===== config.mk =====
export PLATFORM = sky130hd
export DESIGN_NAME = bslot_port
export DESIGN_NICKNAME = d
export VERILOG_FILES = /design/src/rtl/bslot_pkg.sv /design/src/rtl/bslot_sync.sv /design/src/rtl/bslot_rx.sv /design/src/rtl/bslot_tx.sv /design/src/rtl/bslot_port.sv
export SDC_FILE = /design/constraint.sdc
export NUM_CORES = 1
export LEC_CHECK = 0
export BUFFER_PORTS_ARGS = -buffer_cell sky130_fd_sc_hd__buf_2
export CAP_MARGIN = 20
export CORE_MARGIN = 3
export CORE_UTILIZATION = 40
export CTS_BUF_LIST = sky130_fd_sc_hd__clkbuf_8
export CTS_CLUSTER_DIAMETER = 80
export DETAILED_ROUTE_END_ITERATION = 8
export PLACE_DENSITY = 0.61
export SETUP_SLACK_MARGIN = 0.5
export SLEW_MARGIN = 20
export SYNTH_ARGS = -nofsm -noshare
export SYNTH_HDL_FRONTEND = slang
export SYNTH_HIERARCHICAL = 1
export SYNTH_SLANG_ARGS = --single-unit

===== constraint.sdc =====
create_clock -name clk -period 2.3 [get_ports clk]
set_input_delay 0 -clock clk [delete_from_list [all_inputs] [get_ports clk]]
set_output_delay 0 -clock clk [all_outputs]
set_load 0.01 [all_outputs]

===== src/rtl/bslot_pkg.sv =====
package bslot_pkg;
  typedef enum logic [1:0] {
    TX_IDLE  = 2'd0,
    TX_WAIT  = 2'd1,
    TX_SHIFT = 2'd2,
    TX_HOLD  = 2'd3
  } tx_st_e;

  function automatic int idx_w(input int n);
    return (n > 1) ? $clog2(n) : 1;
  endfunction
endpackage


===== src/rtl/bslot_sync.sv =====
module bslot_sync #(
  parameter int W = 4
) (
  input  logic         clk,
  input  logic         rst_n,
  input  logic [W-1:0] din,
  output logic [W-1:0] lvl
);
  logic [W-1:0] meta_q;
  logic [W-1:0] stab_q;

  always_ff @(posedge clk or negedge rst_n) begin
    if (!rst_n) begin
      meta_q <= '0;
      stab_q <= '0;
    end else begin
      meta_q <= din;
      stab_q <= meta_q;
    end
  end

  assign lvl = stab_q;
endmodule


===== src/rtl/bslot_rx.sv =====
module bslot_rx #(
  parameter int DW = 8
) (
  input  logic          clk,
  input  logic          rst_n,
  input  logic          arm_evt,
  input  logic          bit_evt,
  input  logic          sd,
  output logic [DW-1:0] hold_q,
  output logic          vld_q
);
  localparam int CW = $clog2(DW);

  logic          act_q, act_n;
  logic [CW-1:0] cnt_q, cnt_n;
  logic [DW-1:0] acc_q, acc_n;
  logic [DW-1:0] hold_n;
  logic          vld_n;
  logic [DW-1:0] acc_sh;

  assign acc_sh = {acc_q[DW-2:0], sd};

  always_comb begin
    act_n  = act_q;
    cnt_n  = cnt_q;
    acc_n  = acc_q;
    hold_n = hold_q;
    vld_n  = 1'b0;
    if (arm_evt) begin
      act_n = 1'b1;
      cnt_n = '0;
      acc_n = '0;
    end else if (act_q && bit_evt) begin
      acc_n = acc_sh;
      if (cnt_q == CW'(DW-1)) begin
        hold_n = acc_sh;
        vld_n  = 1'b1;
        act_n  = 1'b0;
      end else begin
        cnt_n = cnt_q + 1'b1;
      end
    end
  end

  always_ff @(posedge clk or negedge rst_n) begin
    if (!rst_n) begin
      act_q  <= 1'b0;
      cnt_q  <= '0;
      acc_q  <= '0;
      hold_q <= '0;
      vld_q  <= 1'b0;
    end else begin
      act_q  <= act_n;
      cnt_q  <= cnt_n;
      acc_q  <= acc_n;
      hold_q <= hold_n;
      vld_q  <= vld_n;
    end
  end
endmodule


===== src/rtl/bslot_tx.sv =====
module bslot_tx
  import bslot_pkg::*;
#(
  parameter int DW  = 8,
  parameter int NCH = 2
) (
  input  logic              clk,
  input  logic              rst_n,
  input  logic [NCH-1:0]    en_lvl,
  input  logic [NCH-1:0]    en_rise,
  input  logic              bclk_rise,
  input  logic              bclk_fall,
  input  logic [NCH*DW-1:0] src_bus,
  output logic              sd,
  output logic              oe
);
  localparam int CW  = $clog2(DW);
  localparam int CHW = idx_w(NCH);

  tx_st_e         st_q, st_n;
  logic [CHW-1:0] ch_q, ch_n;
  logic [DW-1:0]  sh_q, sh_n;
  logic [CW-1:0]  cnt_q, cnt_n;
  logic [CHW-1:0] pick;
  logic           start;

  // lowest channel index wins when several strobes rise together
  always_comb begin
    pick = '0;
    for (int i = NCH - 1; i >= 0; i--) begin
      if (en_rise[i]) pick = CHW'(i);
    end
  end

  assign start = |en_rise;

  always_comb begin
    st_n  = st_q;
    ch_n  = ch_q;
    sh_n  = sh_q;
    cnt_n = cnt_q;
    if (start) begin
      st_n  = TX_WAIT;
      ch_n  = pick;
      sh_n  = src_bus[pick*DW +: DW];
      cnt_n = CW'(DW-1);
    end else begin
      case (st_q)
        TX_WAIT: begin
          if (!en_lvl[ch_q])  st_n = TX_IDLE;
          else if (bclk_fall) st_n = TX_SHIFT;
        end
        TX_SHIFT: begin
          if (!en_lvl[ch_q]) begin
            st_n = TX_IDLE;
          end else if (bclk_rise) begin
            sh_n  = {sh_q[DW-2:0], 1'b0};
            cnt_n = cnt_q - 1'b1;
            if (cnt_q == CW'(1)) st_n = TX_HOLD;
          end
        end
        TX_HOLD: begin
          if (!en_lvl[ch_q]) st_n = TX_IDLE;
        end
        default: st_n = TX_IDLE;
      endcase
    end
  end

  always_ff @(posedge clk or negedge rst_n) begin
    if (!rst_n) begin
      st_q  <= TX_IDLE;
      ch_q  <= '0;
      sh_q  <= '0;
      cnt_q <= '0;
    end else begin
      st_q  <= st_n;
      ch_q  <= ch_n;
      sh_q  <= sh_n;
      cnt_q <= cnt_n;
    end
  end

  assign sd = sh_q[DW-1];
  assign oe = (st_q != TX_IDLE);
endmodule


===== src/rtl/bslot_port.sv =====
module bslot_port #(
  parameter int             DW      = 8,
  parameter int             NCH     = 2,
  parameter logic [DW-1:0]  PATTERN = 8'h7E
) (
  input  logic              clk,
  input  logic              rst_n,
  input  logic              bclk,
  input  logic              sd_in,
  input  logic              loop_n,
  input  logic              pat_sel,
  input  logic [NCH-1:0]    tx_en,
  input  logic [NCH-1:0]    rx_en,
  input  logic [NCH*DW-1:0] tx_data,
  output logic              sd_out,
  output logic              sd_oe,
  output logic [NCH*DW-1:0] rx_data,
  output logic [NCH-1:0]    rx_vld
);
  localparam int SW = 4 + 2 * NCH;
  localparam int EW = 1 + 2 * NCH;

  // reset: asserted asynchronously, released on the clock
  logic [1:0] rst_pipe;
  logic       rst_i_n;

  always_ff @(posedge clk or negedge rst_n) begin
    if (!rst_n) rst_pipe <= '0;
    else        rst_pipe <= {rst_pipe[0], 1'b1};
  end
  assign rst_i_n = rst_pipe[1];

  // synchronizers
  logic [SW-1:0] raw, s_lvl;
  assign raw = {rx_en, tx_en, pat_sel, loop_n, sd_in, bclk};

  bslot_sync #(.W(SW)) u_sync (
    .clk   (clk),
    .rst_n (rst_i_n),
    .din   (raw),
    .lvl   (s_lvl)
  );

  logic           bclk_lvl, sd_lvl, loop_lvl, pat_lvl;
  logic [NCH-1:0] ten_lvl, ren_lvl;

  assign bclk_lvl = s_lvl[0];
  assign sd_lvl   = s_lvl[1];
  assign loop_lvl = s_lvl[2];
  assign pat_lvl  = s_lvl[3];
  assign ten_lvl  = s_lvl[4 +: NCH];
  assign ren_lvl  = s_lvl[4 + NCH +: NCH];

  // edge detection on the synchronized strobes and bit clock
  logic [EW-1:0]  evt_cur, evt_prv, evt_rise;
  logic           bclk_rise, bclk_fall;
  logic [NCH-1:0] ten_rise, ren_rise;

  assign evt_cur = {ren_lvl, ten_lvl, bclk_lvl};

  always_ff @(posedge clk or negedge rst_i_n) begin
    if (!rst_i_n) evt_prv <= '0;
    else          evt_prv <= evt_cur;
  end

  assign evt_rise  = evt_cur & ~evt_prv;
  assign bclk_rise = evt_rise[0];
  assign bclk_fall = evt_prv[0] & ~bclk_lvl;
  assign ten_rise  = evt_rise[1 +: NCH];
  assign ren_rise  = evt_rise[1 + NCH +: NCH];

  // per-channel receive and source selection
  logic [NCH*DW-1:0] src_bus;

  for (genvar g = 0; g < NCH; g++) begin : g_ch
    bslot_rx #(.DW(DW)) u_rx (
      .clk     (clk),
      .rst_n   (rst_i_n),
      .arm_evt (ren_rise[g]),
      .bit_evt (bclk_fall),
      .sd      (sd_lvl),
      .hold_q  (rx_data[g*DW +: DW]),
      .vld_q   (rx_vld[g])
    );

    // loopback outranks the pattern, which outranks parallel data
    assign src_bus[g*DW +: DW] = !loop_lvl ? rx_data[g*DW +: DW]
                               : (pat_lvl ? PATTERN : tx_data[g*DW +: DW]);
  end

  bslot_tx #(.DW(DW), .NCH(NCH)) u_tx (
    .clk       (clk),
    .rst_n     (rst_i_n),
    .en_lvl    (ten_lvl),
    .en_rise   (ten_rise),
    .bclk_rise (bclk_rise),
    .bclk_fall (bclk_fall),
    .src_bus   (src_bus),
    .sd        (sd_out),
    .oe        (sd_oe)
  );
endmodule


==> results.cfg, run 1 <==
[worst_setup_path]
regToRegSetupSlack_ps = 680
slowest_delay_ps = 420
r2r-start = u_tx/st_q[1]
crit_path_end = u_tx/st_q[0]
reg2reg_depth = 6
reg2reg_to = u_tx/st_q[0]
start_kind = flop
cp-startpoint = u_tx/st_q[1]
worstPathArrival_ps = 1880
cp.required_ps = 2560
slowest_stage = a211oi_1
critical_path_peak_fanout = 3
path_cells = inv_1 > ha_1 > nor2b_1 > a211oi_1 > a21oi_1 > o21ai_0
cp-end-kind = flop
criticalPathCategory = reg2reg

[finish]
syn_to_final_growth_pct = 17.6
finish.net_count = 366
drive_above_1_share = 0.329
final-seq-area_sq_mm = 0.00193
final_cells = 439
multi_input_area_sq_mm = 0.00136
n_antenna_cell = 0
n_fill_cell = 788

[clock_network]
clk_latency_ps = 340
cts-root-buf = clkbuf_8
htree_levels = 3
post_cts_buffers = 0
ctsResizeCount = 0
cts_tree = built
clockBufferDepth = 2
cts_sinks = 77
clkSlewWorstSetupHoldPaths_ps = 80
numCtsBuffers = 9

[sta]
rsz0062_at_grt = false
finalCriticalPeriod_ps = 1620
final_hold_viol_count = 0
fin_ws_ps = 679
skew_ps = 9.83
fmax_mhz = 617
worst_slew_pin_slew_ps = 590
finalSetupViolations = 0
finalCritPeriodShare = 0.705
tns_ps = 0
max_slew_margin = 0.607
slew_viol_final = 0

[synth]
yosys_register_bits = 77
ys_types = 36
syn-num-nets = 307
yosysWarnings = 6
synthFlopType = dfrtp_1
netlist_instances = 271
syn_area_sq_mm = 0.00341
yosysSeqAreaShare = 0.565
syn_area_per_cell_sq_um = 12.6
synth-edff-count = 0
async_reset_ff_frac = 1.00

[pwr]
internal_power_mw = 1.99
leakagePower_nw = 1.93
power_density_mw_per_mm2 = 665
peakVddDrop_uv = 479
switching_share = 0.256
seq_power_share = 0.555
switching_power_mw = 0.684
p_clk_frac = 0.339
p_total_mw = 2.67
combPwrFrac = 0.106

[routing]
ant_nets = 0
route.detailed.drc = 0
via_count = 2229
wl_per_cell_microns = 16.0
drt-initial-drc-count = 167
dr.pass1.iters = 5
routed_via_density = 5.08
routed_wl_microns = 7010

[run]
cap_violations = 0

[global_routing]
grt_usage = 0.148
antenna_found_initial = 0
grt_busiest_layer = met2
grt_util_met2 = 0.227
met3_usage = 0.0429
globalRouteOverflowTotal = 0
grt_start_max_net_pins = 37
grt_pass1_vias = 2245
grt_pass1_wl_microns = 11200
met1_usage = 0.205

[floorplan]
initial_core_util = 0.413
die_w_microns = 98.4
coreArea_sq_mm = 0.00826
rows = 33
die_y_microns = 98.4
dieArea_sq_mm = 0.00967
pin_count = 46

[placement]
io_buffers = 45
dp_cells = 414
gp_congestion = 0.800
pre_cts_slack_ps = 697
place.detailed.hpwl_microns = 4930

[worst_hold_path]
hp-class = in2reg

[run_status]
outcome = finished clean
## cells in the final DEF, fill, tap and decap left out, types with 2 or more instances in the layout
cell type      count
a21bo_2           14
a21o_1             3
a21oi_1           26
a22o_1             4
and3_4             2
and3b_4            2
buf_2             45
buf_4              6
clkbuf_8          10
clkinv_4           2
clkinvlp_4         2
dfrtp_1           76
dlygate4sd3_1     10
ha_1              10
inv_1              8
mux2_2            19
mux2i_1           11
nand2_1            6
nand2b_1          10
nand3_1           16
nand4b_4           2
nor2_1             7
nor2b_1            8
o22a_1            11
o22ai_1            7
## registers in the layout, indices dropped and copies added, names as in the netlist, 3 cells and up
signal            flops
evt_prv               5
g_ch.u_rx/hold_q     16
g_ch.u_rx/acc_q      14
u_tx/cnt_q            3
u_sync/meta_q         8
u_tx/sh_q             8
u_sync/lvl            8
g_ch.u_rx/cnt_q       6
## repair_timing
action	CTS	global route
hold buffers	10	0
hold endpoints to repair	10	0
endpoints found under the setup margin	0	0
## per-stage QoR
step / hold WS, ps / util / instance area [sq um]
final: 73.8 / 0.486 / 4010
after global routing: 91.4 / 0.486 / 4010
after CTS: 72.0 / 0.486 / 4010
after floorplan: -296 / - / 3410
after global placement: -213 / 0.453 / 3740
after detailed placement: -213 / 0.453 / 3740
## Yosys cell counts, types with 6 or more instances
cell / number / share of area
a21bo_2: 14 / 0.041
a21oi_1: 26 / 0.038
buf_4: 7 / 0.015
dfrtp_1: 77 / 0.56
ha_1: 10 / 0.037
inv_1: 8 / 0.0088
mux2_2: 19 / 0.063
mux2i_1: 11 / 0.032
nand2_1: 6 / 0.0066
nand2b_1: 10 / 0.018
nand3_1: 16 / 0.023
nor2_1: 7 / 0.0077
nor2b_1: 9 / 0.017
o22a_1: 11 / 0.028
o22ai_1: 7 / 0.013
## how the worst min path moves through the flow
stage | depth (start not counted) | from | endpoint
after floorplan | 0 | rst_n | rst_pipe[0]
after global placement | 1 | rst_n | rst_pipe[0]
after detailed placement | 1 | rst_n | rst_pipe[0]
after CTS | 4 | tx_data[5] | u_tx/sh_q[5]
after global routing | 4 | tx_data[11] | u_tx/sh_q[3]
final | 4 | tx_data[5] | u_tx/sh_q[5]
## logic make-up (layout without fill, tap and decap cells)
logic type,after synthesis,in the layout,synth area share
flops,77,77,0.565
mux,31,31,0.0994
compound gates,71,71,0.149
simple gates,57,57,0.107
xor+xnor,1,1,0.00257
fa+ha+maj,10,10,0.0367
buf+inv,23,86,0.0389
other cells,1,1,0.00110
## power groups by stage
| stage | Clock [mW] | Sequential, mW | Combinational [mW] |
|---|---|---|---|
| floorplan | 0 | 1.51 | 0.184 |
| global placement | 0 | 1.51 | 0.267 |
| detailed placement | 0 | 1.51 | 0.273 |
| CTS | 0.929 | 1.48 | 0.287 |
| global route | 0.996 | 1.49 | 0.320 |
| finish | 0.906 | 1.48 | 0.283 |
## final cells by class
type	count	share of cell area
flip-flops and latches	77	0.480
multi-input cells	171	0.338
repair buffers	62	0.0973
clock buffers	10	0.0343
well taps	105	0.0327
clock inverters	5	0.00935
inverters	9	0.00842
## layer usage
layer  vias up  routed length, microns
li1       1079                       -
met5         -                       0
met2        47                    3250
met4         0                      86
met1      1096                    3300
met3         7                     369
## worst max-delay path, delay by kind of cell, from the launching register on
kind / cells / cell delay [ps]
compound gates: 3 / 700
fa+ha+maj: 1 / 200
buf+inv: 1 / 90
flops: 1 / 390
simple gates: 1 / 150
Power figures use the tool's default switching activity.
==> run 2: changes to the inputs <==
--- a/config.mk
+++ b/config.mk
@@ -12,7 +12,7 @@
 export CTS_BUF_LIST = sky130_fd_sc_hd__clkbuf_8
 export CTS_CLUSTER_DIAMETER = 80
 export DETAILED_ROUTE_END_ITERATION = 8
-export PLACE_DENSITY = 0.61
+export PLACE_DENSITY = 0.59
 export SETUP_SLACK_MARGIN = 0.5
 export SLEW_MARGIN = 20
 export SYNTH_ARGS = -nofsm -noshare
==> constraint.sdc (replaced) <==
create_clock -name clk -period 1.5 [get_ports clk]
set_input_delay 0 -clock clk [delete_from_list [all_inputs] [get_ports clk]]
set_output_delay 0 -clock clk [all_outputs]
set_load 0.01 [all_outputs]
==> run 2 against run 1 <==
- the run now ends with setup timing left
- sequential share of layout area is 9.1 points lower
- sequential power increased by 55%
- die area unchanged
- core utilization rose by 12 points
- total power up 81%
- maximum frequency up 7.3%
- register-to-register slack got worse by 690 ps
- wire length increased by 21%
- cell count grew 11%
- critical path depth unchanged
- first-iteration DRC count down 7.2%
- critical endpoint is now u_tx/st_q[1]
==> results.cfg, run 2 (synthesized netlist as in run 1, its figures left out) <==
[global_routing]
grt_pass1_wl_microns = 12700
grt_usage = 0.167
antenna_found_initial = 0
grt_start_max_net_pins = 33
grt_pass1_vias = 2524
globalRouteOverflowTotal = 0

[sta]
fmax_mhz = 662
finalSetupViolations = 1
final_hold_viol_count = 0
slew_viol_final = 0
finalCriticalPeriod_ps = 1510
finalCritPeriodShare = 1.01
skew_ps = 13.2
rsz0062_at_grt = true
fin_ws_ps = -10.9
whs_ps = 81.9

[routing]
dr.pass1.iters = 4
routed_wl_microns = 8470
drt-initial-drc-count = 155
wl_per_cell_microns = 17.4
routed_via_density = 5.08
route.detailed.drc = 0
ant_nets = 0
via_count = 2469

[worst_setup_path]
worstPathArrival_ps = 1780
cp-end-kind = flop
reg2reg_depth = 6
start_kind = flop
cp.required_ps = 1770
regToRegSetupSlack_ps = -10
reg2reg_to = u_tx/st_q[1]
critical_path_peak_fanout = 3
r2r-start = u_tx/st_q[0]
criticalPathCategory = reg2reg

[pwr]
switching_power_mw = 1.12
leakagePower_nw = 2.34
seq_power_share = 0.472
combPwrFrac = 0.142
p_clk_frac = 0.385
switching_share = 0.232
internal_power_mw = 3.72
power_density_mw_per_mm2 = 974
peakVddDrop_uv = 674

[placement]
postPlaceCellArea_sq_mm = 0.00399
place.detailed.hpwl_microns = 5260
gp_congestion = 0.819
io_buffers = 45

[finish]
syn_to_final_growth_pct = 45.7
mostFrequentLayoutCells = dfrtp_1, buf_2, buf_4
final_common_cell = dfrtp_1
postLayoutCoreUtil = 0.602
drive_above_1_share = 0.538
finish.net_count = 413
largest_reg_flops = 16
final_area_sq_mm = 0.00497
top_regs = g_ch.u_rx/hold_q: 16 flops, g_ch.u_rx/acc_q: 14 flops
largest_register = g_ch.u_rx/hold_q
n_antenna_cell = 0

[run_status]
violations = setup timing
outcome = finished with violations

[worst_hold_path]
hold_start = tx_data[0]
hold_depth = 3
hp-class = in2reg
holdPathEnd = u_tx/sh_q[0]

[floorplan]
pin_count = 46
initial_core_util = 0.413
die_y_microns = 98.4
coreArea_sq_mm = 0.00826
dieArea_sq_mm = 0.00967
rows = 33
die_w_microns = 98.4

[clock_network]
cts-root-buf = clkbuf_8
clockBufferDepth = 2
clk_latency_ps = 340
htree_levels = 3
clkSlewWorstSetupHoldPaths_ps = 80
numCtsBuffers = 9
cts_sinks = 77
cts_tree = built

[run]
cap_violations = 0
[run 2: cell count changes in the layout (fill, tap and decap cells not counted), moves of 5 or more]
cell     change
a21bo_2      -9
a21bo_4      +9
a21oi_1     -16
a21oi_2     +16
buf_4       +18
buf_6       +23
ha_1         -7
inv_2        +5
mux2_2      -18
mux2_4      +18
nand3_1      -6
nand3_2      +5
nor2b_4      +5
[run 2: worst max path at each step]
stage                          startpoint               endpoint  slack [ps]  cells past startpoint
floorplan           g_ch[0].u_rx/cnt_q[1]  g_ch[0].u_rx/cnt_q[0]          60                      4
CTS                 g_ch[0].u_rx/cnt_q[1]  g_ch[0].u_rx/cnt_q[0]          30                      4
global route                 u_tx/st_q[0]           u_tx/st_q[1]         -50                      6
global placement            u_sync/lvl[0]           u_tx/st_q[1]           6                      6
finish                       u_tx/st_q[0]           u_tx/st_q[1]         -10                      6
detailed placement          u_sync/lvl[0]           u_tx/st_q[0]         -60                      6
[run 2: power groups by stage]
stage	Clock (mW)	Sequential (mW)	Combinational (mW)
2_1_floorplan	0	2.32	0.330
3_3_place_gp	0	2.32	0.470
3_5_place_dp	0	2.33	0.483
4_1_cts	1.91	2.28	0.619
5_1_grt	1.99	2.30	0.757
6_report	1.87	2.29	0.689
[run 2: per-stage QoR]
step | worst slack [ps] | setup TNS (ps) | cells | power (mW)
floorplan | 55.4 | 0 | 271 | 2.65
global placement | 6.03 | 0 | 425 | 2.79
detailed placement | -63.6 | -158 | 425 | 2.81
CTS | 27.5 | 0 | 472 | 4.81
global route | -54.8 | -126 | 486 | 5.05
finish | -10.9 | -10.9 | 486 | 4.84
[run 2: timing repair]
action | in CTS | in global routing
gates cloned | 1 | 2
setup buffers | 21 | 12
setup endpoints to repair | 54 | 54
hold endpoints to repair | 10 | 0
pin swaps | 15 | 26
hold buffers | 10 | 0
gates resized for setup | 31 | 47
[run 2: layer usage]
layer,vias to the layer above,GRT usage,wire (microns)
li1,1182,-,-
met5,-,0,0
met2,35,0.276,4430
met3,10,0.0279,197
met4,0,0.0609,96
met1,1242,0.222,3750
[run 2: final cells by class]
class                   count  area, sq um
clock buffers              10          138
clock inverters             5          101
fillers                   668         3290
inverters                   9         35.0
multi-input cells         173         1750
flip-flops and latches     77         1930
well taps                 105          131
repair buffers            107          877
[run 2: critical path, stage by stage, from the launching register on]
cell and delay (ps):
dfrtp_1 420, buf_4 160, ha_2 180, nor2b_4 120, a211oi_2 280, nand3_1 140, a21oi_2 140
